<file path="src/rtl/ptp_pkg.sv">
package ptp_pkg;
   localparam int unsigned DEF_DATA_W = 10;
   localparam int unsigned DEF_CNT_W  = 16;

   // Per-cycle control derived at the top and fanned out to the sub-blocks
   typedef struct packed {
      logic take;   // sample accepted this cycle
      logic first;  // first accepted sample since enable rose
      logic leak;   // decay step applies to this sample
   } step_ctl_t;
endpackage

</file>
<file path="src/rtl/ptp_leak_timer.sv">
module ptp_leak_timer #(
   parameter int unsigned CNT_W   = ptp_pkg::DEF_CNT_W,
   parameter bit          LEAK_EN = 1'b1
) (
   input  logic             clk_i,
   input  logic             rst_ni,
   input  logic             clear_i,
   input  logic             take_i,
   input  logic [CNT_W-1:0] period_i,
   output logic             tick_o
);
   localparam int unsigned SUM_W = CNT_W + 1;

   if (CNT_W < 1) begin : g_bad_w
      $error("ptp_leak_timer: CNT_W must be at least 1");
   end

   if (LEAK_EN) begin : g_timer
      logic [CNT_W-1:0] cnt_q;
      logic [SUM_W-1:0] cnt_inc;
      logic             due;

      always_comb begin
         cnt_inc = {1'b0, cnt_q} + SUM_W'(1);
         due     = (period_i != '0) && (cnt_inc >= {1'b0, period_i});
         tick_o  = take_i && due;
      end

      always_ff @(posedge clk_i or negedge rst_ni) begin
         if (!rst_ni) begin
            cnt_q <= '0;
         end else if (clear_i) begin
            cnt_q <= '0;
         end else if (take_i) begin
            if (due || period_i == '0) cnt_q <= '0;
            else                       cnt_q <= cnt_inc[CNT_W-1:0];
         end
      end

      // the count never reaches the period while decay is on
      a_r8_count_bounded: assert property (@(posedge clk_i) disable iff (!rst_ni)
         (take_i && !clear_i && $stable(period_i) && period_i != '0)
            |=> (cnt_q < period_i));
   end else begin : g_no_timer
      assign tick_o = 1'b0;
   end

   // a zero period never produces a decay step
   a_r9_zero_period: assert property (@(posedge clk_i) disable iff (!rst_ni)
      (period_i == '0) |-> !tick_o);
endmodule

</file>
<file path="src/rtl/ptp_peak_track.sv">
module ptp_peak_track
   import ptp_pkg::*;
#(
   parameter int unsigned DATA_W  = DEF_DATA_W,
   parameter bit          LEAK_EN = 1'b1
) (
   input  logic              clk_i,
   input  logic              rst_ni,
   input  logic              clear_i,
   input  step_ctl_t         ctl_i,
   input  logic [DATA_W-1:0] sample_i,
   input  logic [DATA_W-1:0] step_i,
   output logic [DATA_W-1:0] span_nxt_o
);
   localparam int unsigned          SUM_W = DATA_W + 1;
   localparam logic [DATA_W-1:0]    FULL  = '1;

   if (DATA_W < 2) begin : g_bad_w
      $error("ptp_peak_track: DATA_W must be at least 2");
   end

   logic [DATA_W-1:0] hi_q, lo_q;
   logic [DATA_W-1:0] hi_base, lo_base, hi_nxt, lo_nxt;

   if (LEAK_EN) begin : g_leak
      logic [DATA_W-1:0] hi_dec, lo_inc;
      logic [SUM_W-1:0]  lo_sum;
      always_comb begin
         hi_dec  = (hi_q > step_i) ? (hi_q - step_i) : '0;
         lo_sum  = {1'b0, lo_q} + {1'b0, step_i};
         lo_inc  = lo_sum[DATA_W] ? FULL : lo_sum[DATA_W-1:0];
         hi_base = ctl_i.leak ? hi_dec : hi_q;
         lo_base = ctl_i.leak ? lo_inc : lo_q;
      end
   end else begin : g_plain
      assign hi_base = hi_q;
      assign lo_base = lo_q;
   end

   // Merge the sample; decayed extremes are clamped by the sample itself
   always_comb begin
      if (ctl_i.first) begin
         hi_nxt = sample_i;
         lo_nxt = sample_i;
      end else begin
         hi_nxt = (sample_i > hi_base) ? sample_i : hi_base;
         lo_nxt = (sample_i < lo_base) ? sample_i : lo_base;
      end
      span_nxt_o = hi_nxt - lo_nxt;
   end

   always_ff @(posedge clk_i or negedge rst_ni) begin
      if (!rst_ni) begin
         hi_q <= '0;
         lo_q <= '0;
      end else if (clear_i) begin
         hi_q <= '0;
         lo_q <= '0;
      end else if (ctl_i.take) begin
         hi_q <= hi_nxt;
         lo_q <= lo_nxt;
      end
   end

   // the tracked high never drops below the tracked low
   a_r4_ordered: assert property (@(posedge clk_i) disable iff (!rst_ni)
      hi_q >= lo_q);

   // an accepted sample always lies between the stored extremes
   a_r8_clamped: assert property (@(posedge clk_i) disable iff (!rst_ni)
      (ctl_i.take && !clear_i) |=> (hi_q >= $past(sample_i) && lo_q <= $past(sample_i)));

   // nothing moves without an accepted sample
   a_r3_hold: assert property (@(posedge clk_i) disable iff (!rst_ni)
      (!ctl_i.take && !clear_i) |=> ($stable(hi_q) && $stable(lo_q)));

   // a first sample collapses the span
   a_r2_first_zero: assert property (@(posedge clk_i) disable iff (!rst_ni)
      (ctl_i.take && ctl_i.first && !clear_i) |=> (hi_q == lo_q));
endmodule

</file>
<file path="src/rtl/ptp_run_gate.sv">
module ptp_run_gate #(
   parameter int unsigned DATA_W = ptp_pkg::DEF_DATA_W,
   parameter int unsigned CNT_W  = ptp_pkg::DEF_CNT_W
) (
   input  logic              clk_i,
   input  logic              rst_ni,
   input  logic              clear_i,
   input  logic              take_i,
   input  logic [DATA_W-1:0] span_i,
   input  logic [DATA_W-1:0] span_min_i,
   input  logic [CNT_W-1:0]  hold_i,
   output logic              fire_o
);
   localparam logic [CNT_W-1:0] RUN_MAX = '1;
   localparam logic [CNT_W-1:0] ONE     = CNT_W'(1);

   logic [CNT_W-1:0] run_q, run_inc, need;
   logic             above, fire_q;

   always_comb begin
      above   = (span_i >= span_min_i);
      run_inc = (run_q == RUN_MAX) ? run_q : (run_q + ONE);
      need    = (hold_i == '0) ? ONE : hold_i;
   end

   always_ff @(posedge clk_i or negedge rst_ni) begin
      if (!rst_ni) begin
         run_q  <= '0;
         fire_q <= 1'b0;
      end else if (clear_i) begin
         run_q  <= '0;
         fire_q <= 1'b0;
      end else if (take_i) begin
         run_q <= above ? run_inc : '0;
         if (above && run_inc >= need) fire_q <= 1'b1;
      end
   end

   assign fire_o = fire_q;

   // a below-threshold sample breaks the run
   a_r6_run_break: assert property (@(posedge clk_i) disable iff (!rst_ni)
      (take_i && !clear_i && span_i < span_min_i) |=> (run_q == '0));

   // the flag is sticky while not cleared
   a_r7_sticky: assert property (@(posedge clk_i) disable iff (!rst_ni)
      (fire_q && !clear_i) |=> fire_q);

   // the flag only rises on an accepted above-threshold sample
   a_r5_rise_cause: assert property (@(posedge clk_i) disable iff (!rst_ni)
      $rose(fire_q) |-> ($past(take_i) && $past(span_i) >= $past(span_min_i)));
endmodule

</file>
<file path="src/rtl/ptp_trigger.sv">
module ptp_trigger
   import ptp_pkg::*;
#(
   parameter int unsigned DATA_W  = DEF_DATA_W,
   parameter int unsigned CNT_W   = DEF_CNT_W,
   parameter bit          LEAK_EN = 1'b1
) (
   input  logic              clk_i,
   input  logic              rst_ni,
   input  logic              enable_i,
   input  logic [DATA_W-1:0] sample_i,
   input  logic              sample_vld_i,
   input  logic [DATA_W-1:0] span_min_i,
   input  logic [CNT_W-1:0]  hold_cnt_i,
   input  logic [DATA_W-1:0] leak_step_i,
   input  logic [CNT_W-1:0]  leak_period_i,
   output logic              fire_o
);
   if (DATA_W < 2 || CNT_W < 1) begin : g_bad_cfg
      $error("ptp_trigger: illegal width parameters");
   end

   logic              primed_q, clear, tick;
   step_ctl_t         ctl;
   logic [DATA_W-1:0] span_nxt;

   assign clear = !enable_i;

   always_comb begin
      ctl.take  = enable_i && sample_vld_i;
      ctl.first = !primed_q;
      ctl.leak  = tick;
   end

   always_ff @(posedge clk_i or negedge rst_ni) begin
      if (!rst_ni)       primed_q <= 1'b0;
      else if (clear)    primed_q <= 1'b0;
      else if (ctl.take) primed_q <= 1'b1;
   end

   ptp_leak_timer #(.CNT_W(CNT_W), .LEAK_EN(LEAK_EN)) u_timer (
      .clk_i    (clk_i),
      .rst_ni   (rst_ni),
      .clear_i  (clear),
      .take_i   (ctl.take),
      .period_i (leak_period_i),
      .tick_o   (tick)
   );

   ptp_peak_track #(.DATA_W(DATA_W), .LEAK_EN(LEAK_EN)) u_track (
      .clk_i      (clk_i),
      .rst_ni     (rst_ni),
      .clear_i    (clear),
      .ctl_i      (ctl),
      .sample_i   (sample_i),
      .step_i     (leak_step_i),
      .span_nxt_o (span_nxt)
   );

   ptp_run_gate #(.DATA_W(DATA_W), .CNT_W(CNT_W)) u_gate (
      .clk_i      (clk_i),
      .rst_ni     (rst_ni),
      .clear_i    (clear),
      .take_i     (ctl.take),
      .span_i     (span_nxt),
      .span_min_i (span_min_i),
      .hold_i     (hold_cnt_i),
      .fire_o     (fire_o)
   );

   // disabling clears the flag by the next cycle
   a_r1_disable_clears: assert property (@(posedge clk_i) disable iff (!rst_ni)
      !enable_i |=> !fire_o);

   // after a disabled cycle the next accepted sample is a first sample
   a_r10_rearm: assert property (@(posedge clk_i) disable iff (!rst_ni)
      !enable_i |=> !primed_q);
endmodule

</file>
<file path="config.mk">
export PLATFORM = sky130hd
export DESIGN_NAME = ptp_trigger
export DESIGN_NICKNAME = d
export VERILOG_FILES = /design/src/rtl/ptp_pkg.sv /design/src/rtl/ptp_leak_timer.sv /design/src/rtl/ptp_peak_track.sv /design/src/rtl/ptp_run_gate.sv /design/src/rtl/ptp_trigger.sv
export SDC_FILE = /design/constraint.sdc
export NUM_CORES = 1
export LEC_CHECK = 0
export ABC_CLOCK_PERIOD_IN_PS = 9100
export BUFFER_PORTS_ARGS = -buffer_cell sky130_fd_sc_hd__buf_2
export CELL_PAD_IN_SITES_DETAIL_PLACEMENT = 0
export CELL_PAD_IN_SITES_GLOBAL_PLACEMENT = 1
export CORE_AREA = 4 4 130 132
export DETAILED_ROUTE_END_ITERATION = 16
export DIE_AREA = 0 0 134 136
export PLACE_DENSITY_LB_ADDON = 0.1
export SYNTH_ARGS = -nofsm -noshare
export SYNTH_HDL_FRONTEND = slang
export SYNTH_SLANG_ARGS = --single-unit
</file>
<file path="constraint.sdc">
create_clock -name clk_i -period 9.1 [get_ports clk_i]
set_clock_uncertainty 0.2 [all_clocks]
set_input_delay 1.82 -clock clk_i [delete_from_list [all_inputs] [get_ports clk_i]]
set_output_delay 1.82 -clock clk_i [all_outputs]
set_load 0.02 [all_outputs]
</file>
==> flow_summary.toml, run 1 <==
[status]
status = "finished, final reports clean"

[worst_setup_path]
crit_path_end_kind = "register"
worst_path_most_repeated_cell = "a21o_1"
crit_arrival_ps = 8620
criticalPathCategory = "primary input to register"
worst_ep_required_time_ps = 9090
cp-start-kind = "primary input"
max_stage_delay_ps = 410
path_max_fanout = 13
cp_slowest_cell = "fa_1"

[finish]
layout_commonest_cell = "ha_1"
layout-drive-gt1-share_pct = 18.26
multiInputGateArea_um2 = 4528
n_antenna_cell = 0
layout_common_cells = "ha_1, inv_1, buf_2, nand2_1, dfrtp_1"
final_net_count = 996
area_delta_synth_final_pct = 15.79
register_area_um2 = 1351
fin_util_pct = 45.85
fillers = 1562

[routing]
ant_nets = 0
drt-total-wl_um = 17920
vias = 5776
drt_iter0_markers = 234
wl_per_cell_um = 17.00
firstDrtPassIters = 5
avgViaCountPerCell = 5.480
remaining_drc_errors = 0

[synthesis]
synthCells = 747
synth_edf_count = 0
netlist.area_leader.share_pct = 21.72
syn_avg_cell_area_um2 = 8.330
synthFlopType = "dfrtp_1"
ys_seq_area_share_pct = 21.72
synth_area_leaders = "dfrtp_1, ha_1, a22o_1"
ys_async_sr_fraction_pct = 100.0
ys_types = 82
yosysWarnings = 0
synth_seq_cells = 54
synth_fp_nets = 905
synth_area_leader_cell = "dfrtp_1"
netlist_area_um2 = 6222

[grt]
grt_max_degree = 55
grt_overflow = 0
grt_first_pass_wirelength_um = 29210
antenna_found_initial = 0
track_usage_pct = 20.02
grt_pass1_vias = 5774

[sta]
finalHoldWorstSlack_ps = 324.5
max_freq_ghz = 0.1158
tns_ps = 0
worst-slew-pin-transition_ps = 845.3
setup_viol = 0
hold_viol = 0
slew-limit-headroom_pct = 43.39
finalCritPeriodShare_pct = 94.87
min_period_ps = 8633
rsz0062_at_grt = "false"
slew_viol_final = 0

[pwr]
vdd_drop_max_v = 0.00007468
cellPowerDensity_nw_per_um2 = 123.5
p_leak_nw = 3.606
sw_frac_of_total_pct = 36.64
power.switching_mw = 0.3260
p_comb_share_pct = 45.2
p_seq_share_pct = 29.7
p_clk_share_pct = 25.0
internal-power_mw = 0.5637

[hold_path]
min_path_type = "register to register"

[clocking]
worstSkewPairLatency_ps = 300
cts_sinks = 54
numCtsBuffers = 5
htreeDepth = 2
ctsRootBufferMaster = "clkbuf_16"
ctsLongestPathBuffers = 2
clk_pin_slew_ps = 70
cts_tree = "yes"

[die]
die_y_um = 136
design.die.area_um2 = 18220
rows = 46
fp.dieW_um = 134
ios = 67
initial_core_util_pct = 39.60
fp.coreArea_um2 = 15710

[placement]
finalWeightedCongestion = 0.8697
io_buffers = 66
hpwl_um = 14700

[run]
maxCapViolCount = 0
==> worst max-delay path: cells and delay by family <==
family	cells	cell delay, ps
AO/OA/AOI/OAI	16	3280
adder cells (fa/ha/maj)	7	1850
AND/OR/NAND/NOR	8	1110
buffers and inverters	4	440
XOR/XNOR	1	140
==> layer usage <==
| layer | GRT usage, % | part of all wire (%) |
|---|---|---|
| met2 | 35.93 | 49 |
| met5 | 0 | 0 |
| met1 | 25.12 | 45 |
| met4 | 6.171 | 2.5 |
| met3 | 2.443 | 3.3 |
==> power by group through the flow <==
stage | Clock (mW) | Combinational, mW | Sequential [mW]
6_report | 0.223 | 0.403 | 0.264
3_5_place_dp | 0 | 0.402 | 0.269
2_1_floorplan | 0 | 0.275 | 0.263
3_3_place_gp | 0 | 0.399 | 0.268
4_1_cts | 0.229 | 0.405 | 0.264
5_1_grt | 0.238 | 0.457 | 0.266
==> logic make-up (layout without fill, tap and decap cells) <==
family	Yosys count	in the layout	synth area share (%)
AOI/OAI and AO/OA	225	225	26.76
xor gates and xnor gates	41	41	5.771
muxes	10	10	1.810
and+or+nand+nor	230	230	19.08
adders and majority gates	93	93	19.04
DFF	54	54	21.72
buffers and inverters	94	185	5.811
==> layout make-up <==
cell class / instances / share of cell area [%]
Clock buffer: 5 / 1.737
Clock inverter: 2 / 0.5384
Inverter: 78 / 4.064
Multi-Input combinational cell: 599 / 62.85
Sequential cell: 54 / 18.76
Tap cell: 216 / 3.751
Timing Repair Buffer: 100 / 8.301
==> synthesized netlist by cell type (all sizes together) (10+ instances only) <==
cell type	instances
inv	78
or2	10
nor4	12
clkbuf	14
and3	12
a21oi	54
xor2	13
nand3	25
nand2	57
nand2b	10
nor2b	10
a22o	36
ha	89
o21ai	45
xnor2	28
nor2	49
a21o	23
nor3	15
dfrtp	54
==> repair_timing <==
action                                  4_1_cts  5_1_grt
buffers inserted                              0        3
hold buffers                                  0        0
endpoints found under the setup margin        0       17
gates resized for setup                       0        3
==> path summary, 6_finish.rpt <==
path / slack [ps] / cells past startpoint / start / endpoint
worst max register to register: 600 / 40 / u_timer.g_timer.cnt_q[0] / u_gate.run_q[12]
worst max-delay path: 470 / 36 / leak_step_i[0] / u_gate.run_q[12]
min in group asynchronous: 1470 / 2 / rst_ni / u_track.lo_q[7]
max in group asynchronous: 6730 / 2 / rst_ni / u_gate.run_q[1]
worst min-delay path: 320 / 2 / u_track.lo_q[4] / u_track.lo_q[4]
worst min register to register: 320 / 2 / u_track.lo_q[4] / u_track.lo_q[4]
==> flip-flops by register name (all words and copies together), names as in the netlist <==
signal                 cells
u_timer.g_timer.cnt_q     16
u_track.hi_q              10
primed_q                   1
u_gate.run_q              16
u_gate.fire_o              1
u_track.lo_q              10
==> per-stage QoR <==
stage          power [mW]  std cells  area (µm²)  setup WS, ps
6_report           0.8897       1054        7204         466.6
5_1_grt            0.9610       1054        7204         18.57
4_1_cts            0.8989       1051        7166         432.8
3_5_place_dp       0.6708       1044        7002         139.5
3_3_place_gp       0.6672       1044        7002         274.7
2_1_floorplan      0.5377        747        6222         251.9
No activity file was read; power rests on OpenSTA's default activity.
==> inputs of run 2 (changes only) <==
==> constraint.sdc (replaced) <==
create_clock -name clk_i -period 9.1 [get_ports clk_i]
set_clock_uncertainty 0.2 [all_clocks]
set_input_delay 0.91 -clock clk_i [delete_from_list [all_inputs] [get_ports clk_i]]
set_output_delay 0.91 -clock clk_i [all_outputs]
set_load 0.02 [all_outputs]
==> run 2 against run 1 <==
Maximum frequency grew 2.1%. Critical path type is now register to register. Critical endpoint is now u_gate.run_q[0]. Sequential power hardly changed. Largest power group unchanged. Hold slack better by 18 ps. Clock-buffer cell count unchanged. Sequential share of layout area increased by 0.19 points. Clock power is 2% higher. Register-to-register slack gained 40 ps. Power decreased by 0.52%.
==> flow_summary.toml, run 2 (synthesized netlist as in run 1, its figures left out) <==
[worst_setup_path]
crit_path_end_kind = "register"
path_max_fanout = 6
crit_arrival_ps = 8450
worst_path_most_repeated_cell = "a21o_1"
max_stage_delay_ps = 610
cp_slowest_cell = "or4_4"
worst_ep_required_time_ps = 9100
criticalPathCategory = "register to register"
cp-start-kind = "register"

[sta]
slew-limit-headroom_pct = 47.79
rsz0062_at_grt = "false"
tns_ps = 0
setup_viol = 0
worst-slew-pin-transition_ps = 783.2
max_freq_ghz = 0.1183
min_period_ps = 8455
finalCritPeriodShare_pct = 92.92
slew_viol_final = 0
hold_viol = 0

[finish]
n_antenna_cell = 0
top_regs = "u_gate.run_q: 16 flops, u_timer.g_timer.cnt_q: 16 flops"
fillers = 1572
final_net_count = 982
layout_common_cells = "ha_1, inv_1, buf_2, nand2_1, dfrtp_1"
area_delta_synth_final_pct = 14.76
layout-drive-gt1-share_pct = 17.60
final_cells = 1040
fin_util_pct = 45.45
layout_commonest_cell = "ha_1"

[clocking]
worstSkewPairLatency_ps = 300
ctsRootBufferMaster = "clkbuf_16"
clk_pin_slew_ps = 70
ctsLongestPathBuffers = 2
cts_sinks = 54
numCtsBuffers = 5
htreeDepth = 2
cts_tree = "yes"
cts-hold-fix-buffers = 0

[placement]
io_buffers = 66
hpwl_um = 14760
finalWeightedCongestion = 0.8950
dpl.cell_count = 1028

[routing]
remaining_drc_errors = 0
drt_iter0_markers = 359
vias = 5695
wl_per_cell_um = 17.40
avgViaCountPerCell = 5.476
ant_nets = 0
drt-total-wl_um = 18090
firstDrtPassIters = 5

[status]
status = "finished, final reports clean"

[die]
rows = 46
fp.coreArea_um2 = 15710
ios = 67
initial_core_util_pct = 39.60
die_y_um = 136
fp.dieW_um = 134
design.die.area_um2 = 18220

[grt]
grt_pass1_vias = 5607
grt_max_degree = 55
track_usage_pct = 20.09
grt_first_pass_wirelength_um = 29150
grt_overflow = 0
antenna_found_initial = 0

[pwr]
cellPowerDensity_nw_per_um2 = 123.9
vdd_drop_max_v = 0.00007539
p_leak_nw = 3.534

[run]
maxCapViolCount = 0

[hold_path]
min_path_type = "register to register"
-- run 2: changes by cell type in the layout (fill, tap and decap cells not counted), sizes merged --
cell   change
o21ai      +1
buf       -15
-- run 2: path summary, 6_finish.rpt --
| kind | startpoint | endpoint | slack [ps] | cells after the start |
|---|---|---|---|---|
| worst max-delay path | u_timer.g_timer.cnt_q[0] | u_gate.run_q[0] | 640 | 38 |
| worst min-delay path | u_timer.g_timer.cnt_q[0] | u_timer.g_timer.cnt_q[0] | 340 | 1 |
| worst max register to register | u_timer.g_timer.cnt_q[0] | u_gate.run_q[0] | 640 | 38 |
| worst min register to register | u_timer.g_timer.cnt_q[0] | u_timer.g_timer.cnt_q[0] | 340 | 1 |
| max in group asynchronous | rst_ni | u_timer.g_timer.cnt_q[0] | 7580 | 2 |
| min in group asynchronous | rst_ni | u_track.lo_q[6] | 560 | 2 |
-- run 2: report_power, final --
part	internal, mW	leakage [nW]	switching, mW
clock network	0.129	0.0799	0.0973
logic	0.173	2.72	0.220
registers	0.250	0.737	0.0150
-- run 2: through the flow --
stage / total power, mW / setup WS (ps) / instance area (µm²) / hold WS, ps
after floorplan: 0.5377 / 729.1 / 6222 / 266.8
after global placement: 0.6520 / 313.9 / 6882 / 326.5
after detailed placement: 0.6558 / 155.6 / 6882 / 338.4
after CTS: 0.8880 / 92.62 / 7046 / 355.6
after global routing: 0.9540 / 55.11 / 7141 / 372.6
final: 0.8850 / 644.6 / 7141 / 342.5
-- run 2: layout make-up --
cell class	count	area, µm²	area share, %
sequential	54	1353	18.94
clock inverter	2	38.79	0.5432
tap	216	270.3	3.785
timing repair buffer	85	485.5	6.799
inverter	78	292.8	4.100
clock buffer	5	125.1	1.752
multi-input combinational	600	4576	64.08
-- run 2: timing repair --
action / 4_1_cts / 5_1_grt
gates resized for setup: 0 / 13
setup buffers: 0 / 4
endpoints found under the setup margin: 0 / 17
hold endpoints to repair: 0 / 0
-- run 2: worst max-delay path, delay by kind of cell (launching register included) --
family          cells  cell delay [ps]
fa+ha+maj           7             1990
simple gates       11             2370
mux                 1              270
compound gates     15             2610
buf+inv             2              270
xor+xnor            2              230
flops               1              410
-- run 2: metal layers --
layer	vias to the layer above	track usage (%)	routed length (µm)
met4	0	6.229	399
met3	22	2.776	638
li1	2890	-	-
met1	2677	25.78	8166
met2	106	35.06	8886
met5	-	0	0
